--- src/rtl/irq_sel_pkg.sv ---
package irq_sel_pkg;
  localparam logic [1:0] PRIV_U = 2'd0;
  localparam logic [1:0] PRIV_S = 2'd1;
  localparam logic [1:0] PRIV_M = 2'd3;

  typedef struct packed {
    logic m_en;
    logic hs_en;
    logic vs_en;
  } grp_en_t;
endpackage

--- src/rtl/irq_priv_gate.sv ---
module irq_priv_gate
  import irq_sel_pkg::*;
(
  input  logic [1:0] priv_i,
  input  logic       mie_i,
  input  logic       sie_i,
  input  logic       virt_i,
  output grp_en_t    gate_o
);
  logic m_glb, s_glb;

  always_comb begin
    m_glb = (priv_i < PRIV_M) || ((priv_i == PRIV_M) && mie_i);
    s_glb = (priv_i < PRIV_S) || ((priv_i == PRIV_S) && sie_i);
    gate_o.m_en  = m_glb;
    gate_o.hs_en = virt_i | s_glb;
    gate_o.vs_en = virt_i & s_glb;
  end

  always_comb begin
    AST_M_MODE_CLOSED: assert (!((priv_i == PRIV_M) && !mie_i && gate_o.m_en))
      else $error("machine gate open in M with mie clear");
    AST_VS_WITHIN_HS: assert (!gate_o.vs_en || gate_o.hs_en)
      else $error("vs gate open while hs gate closed");
    AST_HOST_S_CLOSED: assert (!((priv_i >= 2'd2) && !virt_i && gate_o.hs_en))
      else $error("hs gate open above S without virt");
  end
endmodule

--- src/rtl/irq_deleg_mask.sv ---
module irq_deleg_mask
  import irq_sel_pkg::*;
#(
  parameter int NUM_IRQ = 64
) (
  input  logic [NUM_IRQ-1:0] pend_i,
  input  logic [NUM_IRQ-1:0] en_i,
  input  logic [NUM_IRQ-1:0] mdeleg_i,
  input  logic [NUM_IRQ-1:0] hdeleg_i,
  input  grp_en_t            gate_i,
  output logic [NUM_IRQ-1:0] surv_o
);
  logic [NUM_IRQ-1:0] cand, m_grp, hs_grp, vs_grp;

  always_comb begin
    cand   = pend_i & en_i;
    m_grp  = cand & ~mdeleg_i;
    hs_grp = cand &  mdeleg_i & ~hdeleg_i;
    vs_grp = cand &  mdeleg_i &  hdeleg_i;
    surv_o = (m_grp  & {NUM_IRQ{gate_i.m_en}})
           | (hs_grp & {NUM_IRQ{gate_i.hs_en}})
           | (vs_grp & {NUM_IRQ{gate_i.vs_en}});
  end

  always_comb begin
    AST_SURV_IN_CAND: assert ((surv_o & ~(pend_i & en_i)) == '0)
      else $error("survivor outside pending and enabled");
    AST_M_GRP_GATED: assert (gate_i.m_en || ((surv_o & ~mdeleg_i) == '0))
      else $error("machine group survived with gate closed");
  end
endmodule

--- src/rtl/irq_low_pick.sv ---
module irq_low_pick #(
  parameter int NUM_IRQ = 64,
  parameter int GRP_W   = 8,
  localparam int IDX_W   = $clog2(NUM_IRQ),
  localparam int LOC_W   = $clog2(GRP_W),
  localparam int NUM_GRP = NUM_IRQ / GRP_W
) (
  input  logic [NUM_IRQ-1:0] vec_i,
  output logic               any_o,
  output logic [IDX_W-1:0]   idx_o
);
  logic [NUM_GRP-1:0]       grp_any;
  logic [NUM_GRP*LOC_W-1:0] grp_lo;

  for (genvar g = 0; g < NUM_GRP; g++) begin : g_grp
    logic [GRP_W-1:0] slice;
    logic [LOC_W-1:0] lo;
    assign slice = vec_i[g*GRP_W +: GRP_W];
    always_comb begin
      lo = '0;
      for (int b = GRP_W - 1; b >= 0; b--) begin
        if (slice[b]) lo = LOC_W'(b);
      end
    end
    assign grp_any[g]               = |slice;
    assign grp_lo[g*LOC_W +: LOC_W] = lo;
  end

  always_comb begin
    idx_o = '0;
    for (int g = NUM_GRP - 1; g >= 0; g--) begin
      if (grp_any[g]) idx_o = IDX_W'(g * GRP_W) + IDX_W'(grp_lo[g*LOC_W +: LOC_W]);
    end
    any_o = |grp_any;
  end
endmodule

--- src/rtl/irq_pend_sel.sv ---
module irq_pend_sel
  import irq_sel_pkg::*;
#(
  parameter int NUM_IRQ = 64,
  parameter int GRP_W   = 8,
  localparam int IDX_W  = $clog2(NUM_IRQ)
) (
  input  logic [NUM_IRQ-1:0] pend_i,
  input  logic [NUM_IRQ-1:0] en_i,
  input  logic [NUM_IRQ-1:0] mdeleg_i,
  input  logic [NUM_IRQ-1:0] hdeleg_i,
  input  logic [1:0]         priv_i,
  input  logic               mie_i,
  input  logic               sie_i,
  input  logic               virt_i,
  output logic               take_o,
  output logic [IDX_W-1:0]   cause_o
);
  grp_en_t            gate;
  logic [NUM_IRQ-1:0] surv;

  irq_priv_gate u_gate (
    .priv_i (priv_i),
    .mie_i  (mie_i),
    .sie_i  (sie_i),
    .virt_i (virt_i),
    .gate_o (gate)
  );

  irq_deleg_mask #(.NUM_IRQ(NUM_IRQ)) u_mask (
    .pend_i   (pend_i),
    .en_i     (en_i),
    .mdeleg_i (mdeleg_i),
    .hdeleg_i (hdeleg_i),
    .gate_i   (gate),
    .surv_o   (surv)
  );

  irq_low_pick #(.NUM_IRQ(NUM_IRQ), .GRP_W(GRP_W)) u_pick (
    .vec_i (surv),
    .any_o (take_o),
    .idx_o (cause_o)
  );

  always_comb begin
    AST_TAKE_IFF_SURV: assert (take_o == (surv != '0))
      else $error("take flag disagrees with survivors");
    AST_CAUSE_SET: assert (!take_o || surv[cause_o])
      else $error("cause points at a non-survivor");
    AST_NONE_BELOW: assert (!take_o || ((surv & ((NUM_IRQ'(1) << cause_o) - NUM_IRQ'(1))) == '0))
      else $error("lower survivor skipped");
    AST_IDLE_ZERO: assert (take_o || (cause_o == '0))
      else $error("cause nonzero with nothing taken");
  end
endmodule

--- config.mk ---
export PLATFORM = sky130hd
export DESIGN_NAME = irq_pend_sel
export DESIGN_NICKNAME = d
export VERILOG_FILES = /design/src/rtl/irq_sel_pkg.sv /design/src/rtl/irq_priv_gate.sv /design/src/rtl/irq_deleg_mask.sv /design/src/rtl/irq_low_pick.sv /design/src/rtl/irq_pend_sel.sv
export SDC_FILE = /design/constraint.sdc
export NUM_CORES = 1
export LEC_CHECK = 0
export BUFFER_PORTS_ARGS = -buffer_cell sky130_fd_sc_hd__clkbuf_2
export CORE_AREA = 4 4 101 103
export DETAILED_ROUTE_END_ITERATION = 8
export DIE_AREA = 0 0 105 107
export PLACE_DENSITY = 0.68
export SETUP_SLACK_MARGIN = 0.3
export SLEW_MARGIN = 10
export SYNTH_ARGS = -nofsm -noshare
export SYNTH_HDL_FRONTEND = slang
export SYNTH_HIERARCHICAL = 1
export SYNTH_SLANG_ARGS = --single-unit
--- constraint.sdc ---
create_clock -name vclk -period 4.3
set_input_delay 0.43 -clock vclk [all_inputs]
set_output_delay 0.43 -clock vclk [all_outputs]
set_load 0.005 [all_outputs]
# [Word level (Yosys, flattened, before mapping)]
# Index checks and enable logic that the tools add are counted.
# W data, S select, Z words.
[classes] n_addsub=7 order_cmp=2 n_eq_ne=2 mux=72 bitwise=14 reduce_logical=13
[ops] op="$and A64 B64 Y64" count=8
[ops] op="$mux W3" count=64
[ops] op="$not A64 Y64" count=2
[ops] op="$or A64 B64 Y64" count=2
[ops] op="$reduce_or A64 Y1" count=1
[ops] op="$reduce_or A8 Y1" count=8
[ops] op="$mux W6" count=8
[ops] op="$add A5 B3 Y6 const A" count=2
[ops] op="$add A6 B3 Y6 const A" count=2
[ops] op="$add A5 B4 Y6 const A" count=1
[ops] op="$add A4 B3 Y5 const A" count=1
[ops] op="$add A4 B4 Y5 const A" count=1
[ops] op="$eq A2 B1 Y1 const B" count=1
[ops] op="$eq A2 B2 Y1 const B" count=1
[ops] op="$logic_and A1 B1 Y1" count=2
[ops] op="$logic_or A1 B1 Y1" count=2
[ops] op="$lt A2 B1 Y1 const B" count=1
[ops] op="$lt A2 B2 Y1 const B" count=1
[ops] op="$and A1 B1 Y1" count=1
[ops] op="$or A1 B1 Y1" count=1
[word_totals] register_bits=0 in_bits=261 out_inout_bits=7 wordCells=110

# [Longest topological paths before layout]
# Gate-level depths: netlist (run 1).
[depth] word_depth=24 ltp_mapped=12

# [Hierarchy]
# The synthesis (run 1) kept the hierarchy.
[modules_own_cells] mod="irq_deleg_mask" instances=1 cells_each=213 area_each_um2=1625.3 seq_area_each_um2=0.0
[modules_own_cells] mod="irq_low_pick" instances=1 cells_each=136 area_each_um2=828.3 seq_area_each_um2=0.0
[modules_own_cells] mod="irq_priv_gate" instances=1 cells_each=5 area_each_um2=48.8 seq_area_each_um2=0.0

# [Worst setup path after synthesis (run 1)]
# No wires, ideal clock.
[synth_timing] kind="input -> output" from="input port mie_i" to="output port cause_o[0]" t_arrival_ns=2.402 required_time_ns=3.870 path_slack_ns=1.468 cell_stages=12 path_buffers=3 path_cell_list="nand3b_1 > buf_4 > buf_6 > buf_6 > o211ai_1 > a21oi_1 > or4_4 > nor2b_4 > nor3_2 > a311o_1 > o211ai_2 > a21oi_2"
[synth_rtl] element="start, declared" line_no="irq_pend_sel.sv:13" source="input logic mie_i,"
[synth_rtl] element="end, declared" line_no="irq_pend_sel.sv:17" source="output logic [IDX_W-1:0] cause_o"

==> flow_metrics.env, run 1 <==
export IMPL_status="finished clean"
export IMPL_synth_area_mm2=0.00250
export IMPL_synth_fa_ha_area_share_pct=0
export IMPL_final_common_cell="clkbuf_2"
export IMPL_arrival_ns=3.26
export IMPL_layout_drive_gt1_share_pct=48.2
export IMPL_area_growth_pct=53.9
export IMPL_holdPathStages=6
export IMPL_layout_common_cells="clkbuf_2, a21oi_1, o211ai_1"
export IMPL_crit_type="input pin to output port"
export IMPL_min_from="mdeleg_i[27]"
export IMPL_coreArea_mm2=0.00920
export IMPL_first_pass_iters=5
export IMPL_ff_latch_area_um2=0
export IMPL_track_usage_pct=18.0
export IMPL_globalplace_congestion=0.884
export IMPL_vias=3803
export IMPL_drv_slew=0
export IMPL_ctsResizeCount=0
export IMPL_drcViolationCount=0
export IMPL_hp_class="input pin to output port"
export IMPL_powerDensity_mw_per_mm2=106
export IMPL_post_place_ws_ns=0.618
export IMPL_rsz0062_at_grt="false"
export IMPL_synth_mux_area_share_pct=25.6
export IMPL_rows=35
export IMPL_synth_simple_area_share_pct=20.5
export IMPL_nClkBuffers=0
export IMPL_clock_fmax_ghz=0.271
export IMPL_wire_per_inst_um=15.7
export IMPL_p_leak_nw=2.00
export IMPL_drt_iter0_markers=147
export IMPL_synth_top_family_by_area="compound AO/OA/AOI/OAI gates"
export IMPL_cp_max_fo=38
export IMPL_io_pins=268
export IMPL_drv_cap=0
export IMPL_irDropWorstVdd_mv=0.0528
export IMPL_grt_pass1_wl_mm=17.4
export IMPL_setup_tns_ns=0
export IMPL_ys_seq_area_share_pct=0
export IMPL_max_slew_margin_pct=57.0
export IMPL_ys_types=42
export IMPL_start_util_pct=27.2
export IMPL_num_antenna_cells=0
export IMPL_die_area_mm2=0.0112
export IMPL_synthCells=354
export IMPL_final_nets=867
export IMPL_antenna_left=0
export IMPL_tightest_slew_ns=0.643
export IMPL_synth_fp_nets=615
export IMPL_fin_crit_ns=3.69
export IMPL_grt_max_degree=65
export IMPL_post_cts_buffers=0
export IMPL_overflow=0
export IMPL_synth_compound_area_share_pct=44.3
export IMPL_fin_hold_ws_ns=1.46
export IMPL_dp_hpwl_mm=10.2
export IMPL_syn_avg_cell_area_um2=7.07
export IMPL_end_kind="output port"
export IMPL_setup_slack_ns=0.613
export IMPL_dieHeight_um=107
export IMPL_worstSetupStartpointType="input pin"
export IMPL_nFlopsAndLatches=0
export IMPL_via_per_inst=5.32
export IMPL_grt_pass1_vias=3835
export IMPL_hold_end="cause_o[0]"
export IMPL_yosysWarnings=6
export IMPL_port_buffer_count=268
export IMPL_worstPathRequired_ns=3.87
export IMPL_setup_viol=0
export IMPL_synth_xor_xnor_area_share_pct=0
export IMPL_fp_dieW_um=105
export IMPL_hold_buffers=0
export IMPL_hold_violations=0
export IMPL_period_share_pct=85.7
export IMPL_finalWirelength_mm=11.2
export IMPL_antenna_found_initial=0
export IMPL_finalPower_uw=410
## cells by family (layout without fill, tap and decap cells)
kind of cell	count (synthesis)	in the layout
AOI/OAI and AO/OA	172	172
and+or+nand+nor	83	83
muxes	64	64
buffers and inverters	35	285
## metal layers
layer  vias up  global-route usage, %  part of all wire, %
met3        16                   2.71                  7.4
met4         0                   3.56                  1.9
met1      1684                   20.6                   38
met5         -                      0                    0
li1       1919                      -                    -
met2       184                   35.2                   52
## through the flow
step	cells	utilization, %	instance area, um^2
2_1_floorplan	354	-	2500
3_3_place_gp	715	41.9	3850
3_5_place_dp	715	41.9	3850
4_1_cts	715	41.9	3850
5_1_grt	715	41.9	3850
6_report	715	41.9	3850
## Yosys cell counts (all sizes together)
cell	count	area, um^2
a211o	1	8.76
a211oi	4	35.0
a21oi	80	404
a221o	1	10.0
a221oi	1	8.76
a22o	1	8.76
a311o	1	10.0
and3	1	7.51
buf	22	191
inv	13	48.8
mux2i	64	641
nand2	8	30.0
nand2b	4	32.5
nand3	4	25.0
nand3b	1	7.51
nand4b	1	8.76
nor2	26	97.6
nor2b	4	40.0
nor3	14	75.1
nor3b	2	20.0
nor4	12	111
o211ai	66	500
o21ai	5	25.0
o21ba	1	10.0
o21bai	7	52.6
o311a	1	11.3
o31ai	3	22.5
or3	1	6.26
or4	5	52.6
## where the power goes
| part | total (mW) | internal, mW | switching, mW | leakage [nW] |
|---|---|---|---|---|
| logic | 0.410 | 0.205 | 0.205 | 2.00 |
| clock network | 0 | 0 | 0 | 0 |
| registers | 0 | 0 | 0 | 0 |
| total | 0.410 | 0.205 | 0.205 | 2.00 |
## final cells by class
| cell class | count | area, um^2 |
|---|---|---|
| multi-input cells | 319 | 2280 |
| inverters | 13 | 48.8 |
| repair buffers | 272 | 1380 |
| well taps | 111 | 139 |
| fillers | 973 | 5350 |
## critical path, cell delays in order
cell and delay, ns:
clkbuf_2 0.09, nor2b_4 0.14, o21bai_4 0.51, buf_4 0.46
mux2i_1 0.12, a21oi_1 0.31, inv_1 0.09, a221oi_1 0.31
o211ai_1 0.13, a221o_1 0.39, a21oi_2 0.12, clkbuf_2 0.14
## worst max path at each step
stage                             to  slack [ns]  startpoint  cells past startpoint
final                     cause_o[0]        0.61   priv_i[0]                     12
after CTS                 cause_o[0]        0.61   priv_i[0]                     12
after global placement    cause_o[3]        0.74   priv_i[0]                     12
after detailed placement  cause_o[0]        0.62   priv_i[0]                     12
after floorplan           cause_o[0]        1.47       mie_i                     12
after global routing      cause_o[0]        0.35   priv_i[0]                     12
(Power assumes the default switching activity.)
==> inputs of run 2 (changes only) <==
--- a/config.mk
+++ b/config.mk
@@ -6,13 +6,12 @@
 export NUM_CORES = 1
 export LEC_CHECK = 0
 export BUFFER_PORTS_ARGS = -buffer_cell sky130_fd_sc_hd__clkbuf_2
-export CORE_AREA = 4 4 101 103
+export CORE_AREA = 4 4 103 105
 export DETAILED_ROUTE_END_ITERATION = 8
-export DIE_AREA = 0 0 105 107
-export PLACE_DENSITY = 0.68
+export DIE_AREA = 0 0 107 109
+export PLACE_DENSITY = 0.69
 export SETUP_SLACK_MARGIN = 0.3
 export SLEW_MARGIN = 10
 export SYNTH_ARGS = -nofsm -noshare
 export SYNTH_HDL_FRONTEND = slang
-export SYNTH_HIERARCHICAL = 1
 export SYNTH_SLANG_ARGS = --single-unit
==> flow_metrics.env, run 2 <==
export IMPL_status="finished clean"
export IMPL_yosysWarnings=0
export IMPL_synthCells=423
export IMPL_final_area_mm2=0.00423
export IMPL_vias=4391
export IMPL_min_from="pend_i[25]"
export IMPL_worstSetupStartpointType="input pin"
export IMPL_grt_max_degree=59
export IMPL_hold_violations=0
export IMPL_ctsResizeCount=0
export IMPL_drv_slew=0
export IMPL_io_pins=268
export IMPL_worstPathRequired_ns=3.87
export IMPL_tightest_slew_ns=0.502
export IMPL_dp_hpwl_mm=11.4
export IMPL_num_antenna_cells=0
export IMPL_placedInstanceArea_mm2=0.00423
export IMPL_synth_commonest_cells="o211ai_1, a21oi_1, nor2_1"
export IMPL_crit_buf_inv=3
export IMPL_period_share_pct=82.6
export IMPL_fp_dieW_um=107
export IMPL_yosys_cell_count_top_type="o211ai_1"
export IMPL_hold_buffers=0
export IMPL_start_util_pct=29.0
export IMPL_via_per_inst=5.48
export IMPL_clock_fmax_ghz=0.282
export IMPL_wire_per_inst_um=16.1
export IMPL_crit_type="input pin to output port"
export IMPL_hold_end="cause_o[0]"
export IMPL_final_cells=802
export IMPL_layout_drive_gt1_share_pct=47.1
export IMPL_max_slew_margin_pct=66.5
export IMPL_holdPathStages=6
export IMPL_powerDensity_mw_per_mm2=106
export IMPL_synth_area_mm2=0.00280
export IMPL_p_leak_nw=1.89
export IMPL_coreArea_mm2=0.00964
export IMPL_max_stage_delay_ns=0.59
export IMPL_post_cts_buffers=0
export IMPL_first_pass_iters=5
export IMPL_placed_cells=802
export IMPL_drv_cap=0
export IMPL_crit_top_cell="clkbuf_2"
export IMPL_rsz0062_at_grt="false"
export IMPL_setup_tns_ns=0
export IMPL_ff_latch_area_um2=0
export IMPL_ys_top_cells_by_area="o211ai_1, a21oi_1, maj3_1"
export IMPL_irDropWorstVdd_mv=0.0717
export IMPL_synth_top_cell_area_share_pct=16.4
export IMPL_arrival_ns=3.12
export IMPL_nClkBuffers=0
export IMPL_overflow=0
export IMPL_setup_viol=0
export IMPL_nFlopsAndLatches=0
export IMPL_finalPower_uw=449
export IMPL_grt_pass1_vias=4183
export IMPL_drcViolationCount=0
export IMPL_die_area_mm2=0.0117
export IMPL_fillers=1067
export IMPL_critPathTopFamily="simple AND/OR/NAND/NOR gates"
export IMPL_drt_iter0_markers=176
export IMPL_hp_class="input pin to output port"
export IMPL_cp_cell_sequence="clkbuf_2 -> nor2b_4 -> buf_4 -> o21ai_0 -> a21oi_1 -> nor3_1 -> or4b_1 -> a2111oi_4 -> nor4b_2 -> o311ai_1 -> o211ai_1 -> clkbuf_2"
export IMPL_track_usage_pct=19.9
export IMPL_final_nets=932
export IMPL_syn_avg_cell_area_um2=6.61
export IMPL_fin_crit_ns=3.55
export IMPL_dieHeight_um=109
export IMPL_grt_pass1_wl_mm=19.3
export IMPL_globalplace_congestion=0.907
export IMPL_layout_common_cells="clkbuf_2, o211ai_1, a21oi_1"
export IMPL_antenna_found_initial=0
export IMPL_cp_max_fo=58
export IMPL_fin_hold_ws_ns=1.51
export IMPL_antenna_left=0
export IMPL_ys_seq_area_share_pct=0
export IMPL_final_common_cell="clkbuf_2"
export IMPL_area_growth_pct=51.2
export IMPL_finalWirelength_mm=12.9
export IMPL_synth_fp_nets=684
export IMPL_end_kind="output port"
export IMPL_ys_types=57
export IMPL_rows=36
export IMPL_port_buffer_count=268
export IMPL_worst_path_max_delay_cell="or4b_1"
export IMPL_yosys_area_top_type="o211ai_1"
==> run 2: cell types whose count changed after synthesis, moves of 8 or more <==
cell	previous run	this run
buf_4	15	2
inv_1	13	5
o22ai_1	0	12
maj3_1	0	27
o31ai_1	3	32
nor4_1	9	1
a21oi_1	79	60
or2_2	0	8
nor2_1	26	40
o21ai_0	4	34
buf_2	0	12
mux2i_1	64	0
clkbuf_1	0	10
==> run 2: per-stage QoR <==
| stage | worst slack (ns) | utilization [%] |
|---|---|---|
| final | 0.748 | 43.8 |
| after global routing | 0.478 | 43.8 |
| after floorplan | 1.45 | - |
| after global placement | 0.791 | 43.8 |
| after CTS | 0.758 | 43.8 |
| after detailed placement | 0.766 | 43.8 |
==> run 2: worst max path at each step <==
stage | startpoint | depth (start not counted) | endpoint | slack, ns
final | priv_i[0] | 12 | cause_o[0] | 0.75
after detailed placement | priv_i[0] | 12 | take_o | 0.77
after global placement | priv_i[0] | 12 | take_o | 0.79
after CTS | priv_i[0] | 12 | take_o | 0.76
after global routing | priv_i[0] | 12 | take_o | 0.48
after floorplan | priv_i[0] | 11 | cause_o[0] | 1.45
==> run 2: cell families (layout without fill, tap and decap cells) <==
logic type,count (synthesis),count (layout),synth area share [%]
AOI/OAI and AO/OA,246,246,59.2
and+or+nand+nor,109,109,22.0
adders and majority gates,34,34,12.6
buffers and inverters,34,280,6.18
==> run 2: per-layer routing <==
| layer | wire length, um | track usage, % | vias to the layer above |
|---|---|---|---|
| met5 | 0 | 0 | - |
| met4 | 110 | 1.64 | 0 |
| met3 | 1050 | 2.90 | 10 |
| met2 | 6830 | 40.1 | 194 |
| met1 | 4950 | 22.7 | 1976 |
| li1 | - | - | 2211 |
==> run 2: layout make-up <==
class | instances | area [um^2] | area share [%]
multi-input cells | 389 | 2620 | 62.0
repair buffers | 275 | 1420 | 33.6
well taps | 133 | 166 | 3.94
inverters | 5 | 18.8 | 0.444
==> run 2: report_power, final <==
part	total (mW)	switching, mW	internal (mW)
registers	0	0	0
logic	0.449	0.234	0.216
clock network	0	0	0
total	0.449	0.234	0.216
==> run 2: worst min-delay path, stage by stage <==
cell       delay (ns)
clkbuf_2         0.08
o211ai_1         0.10
o2bb2ai_1        0.09
a21oi_1          0.13
o211ai_1         0.11
clkbuf_2         0.14
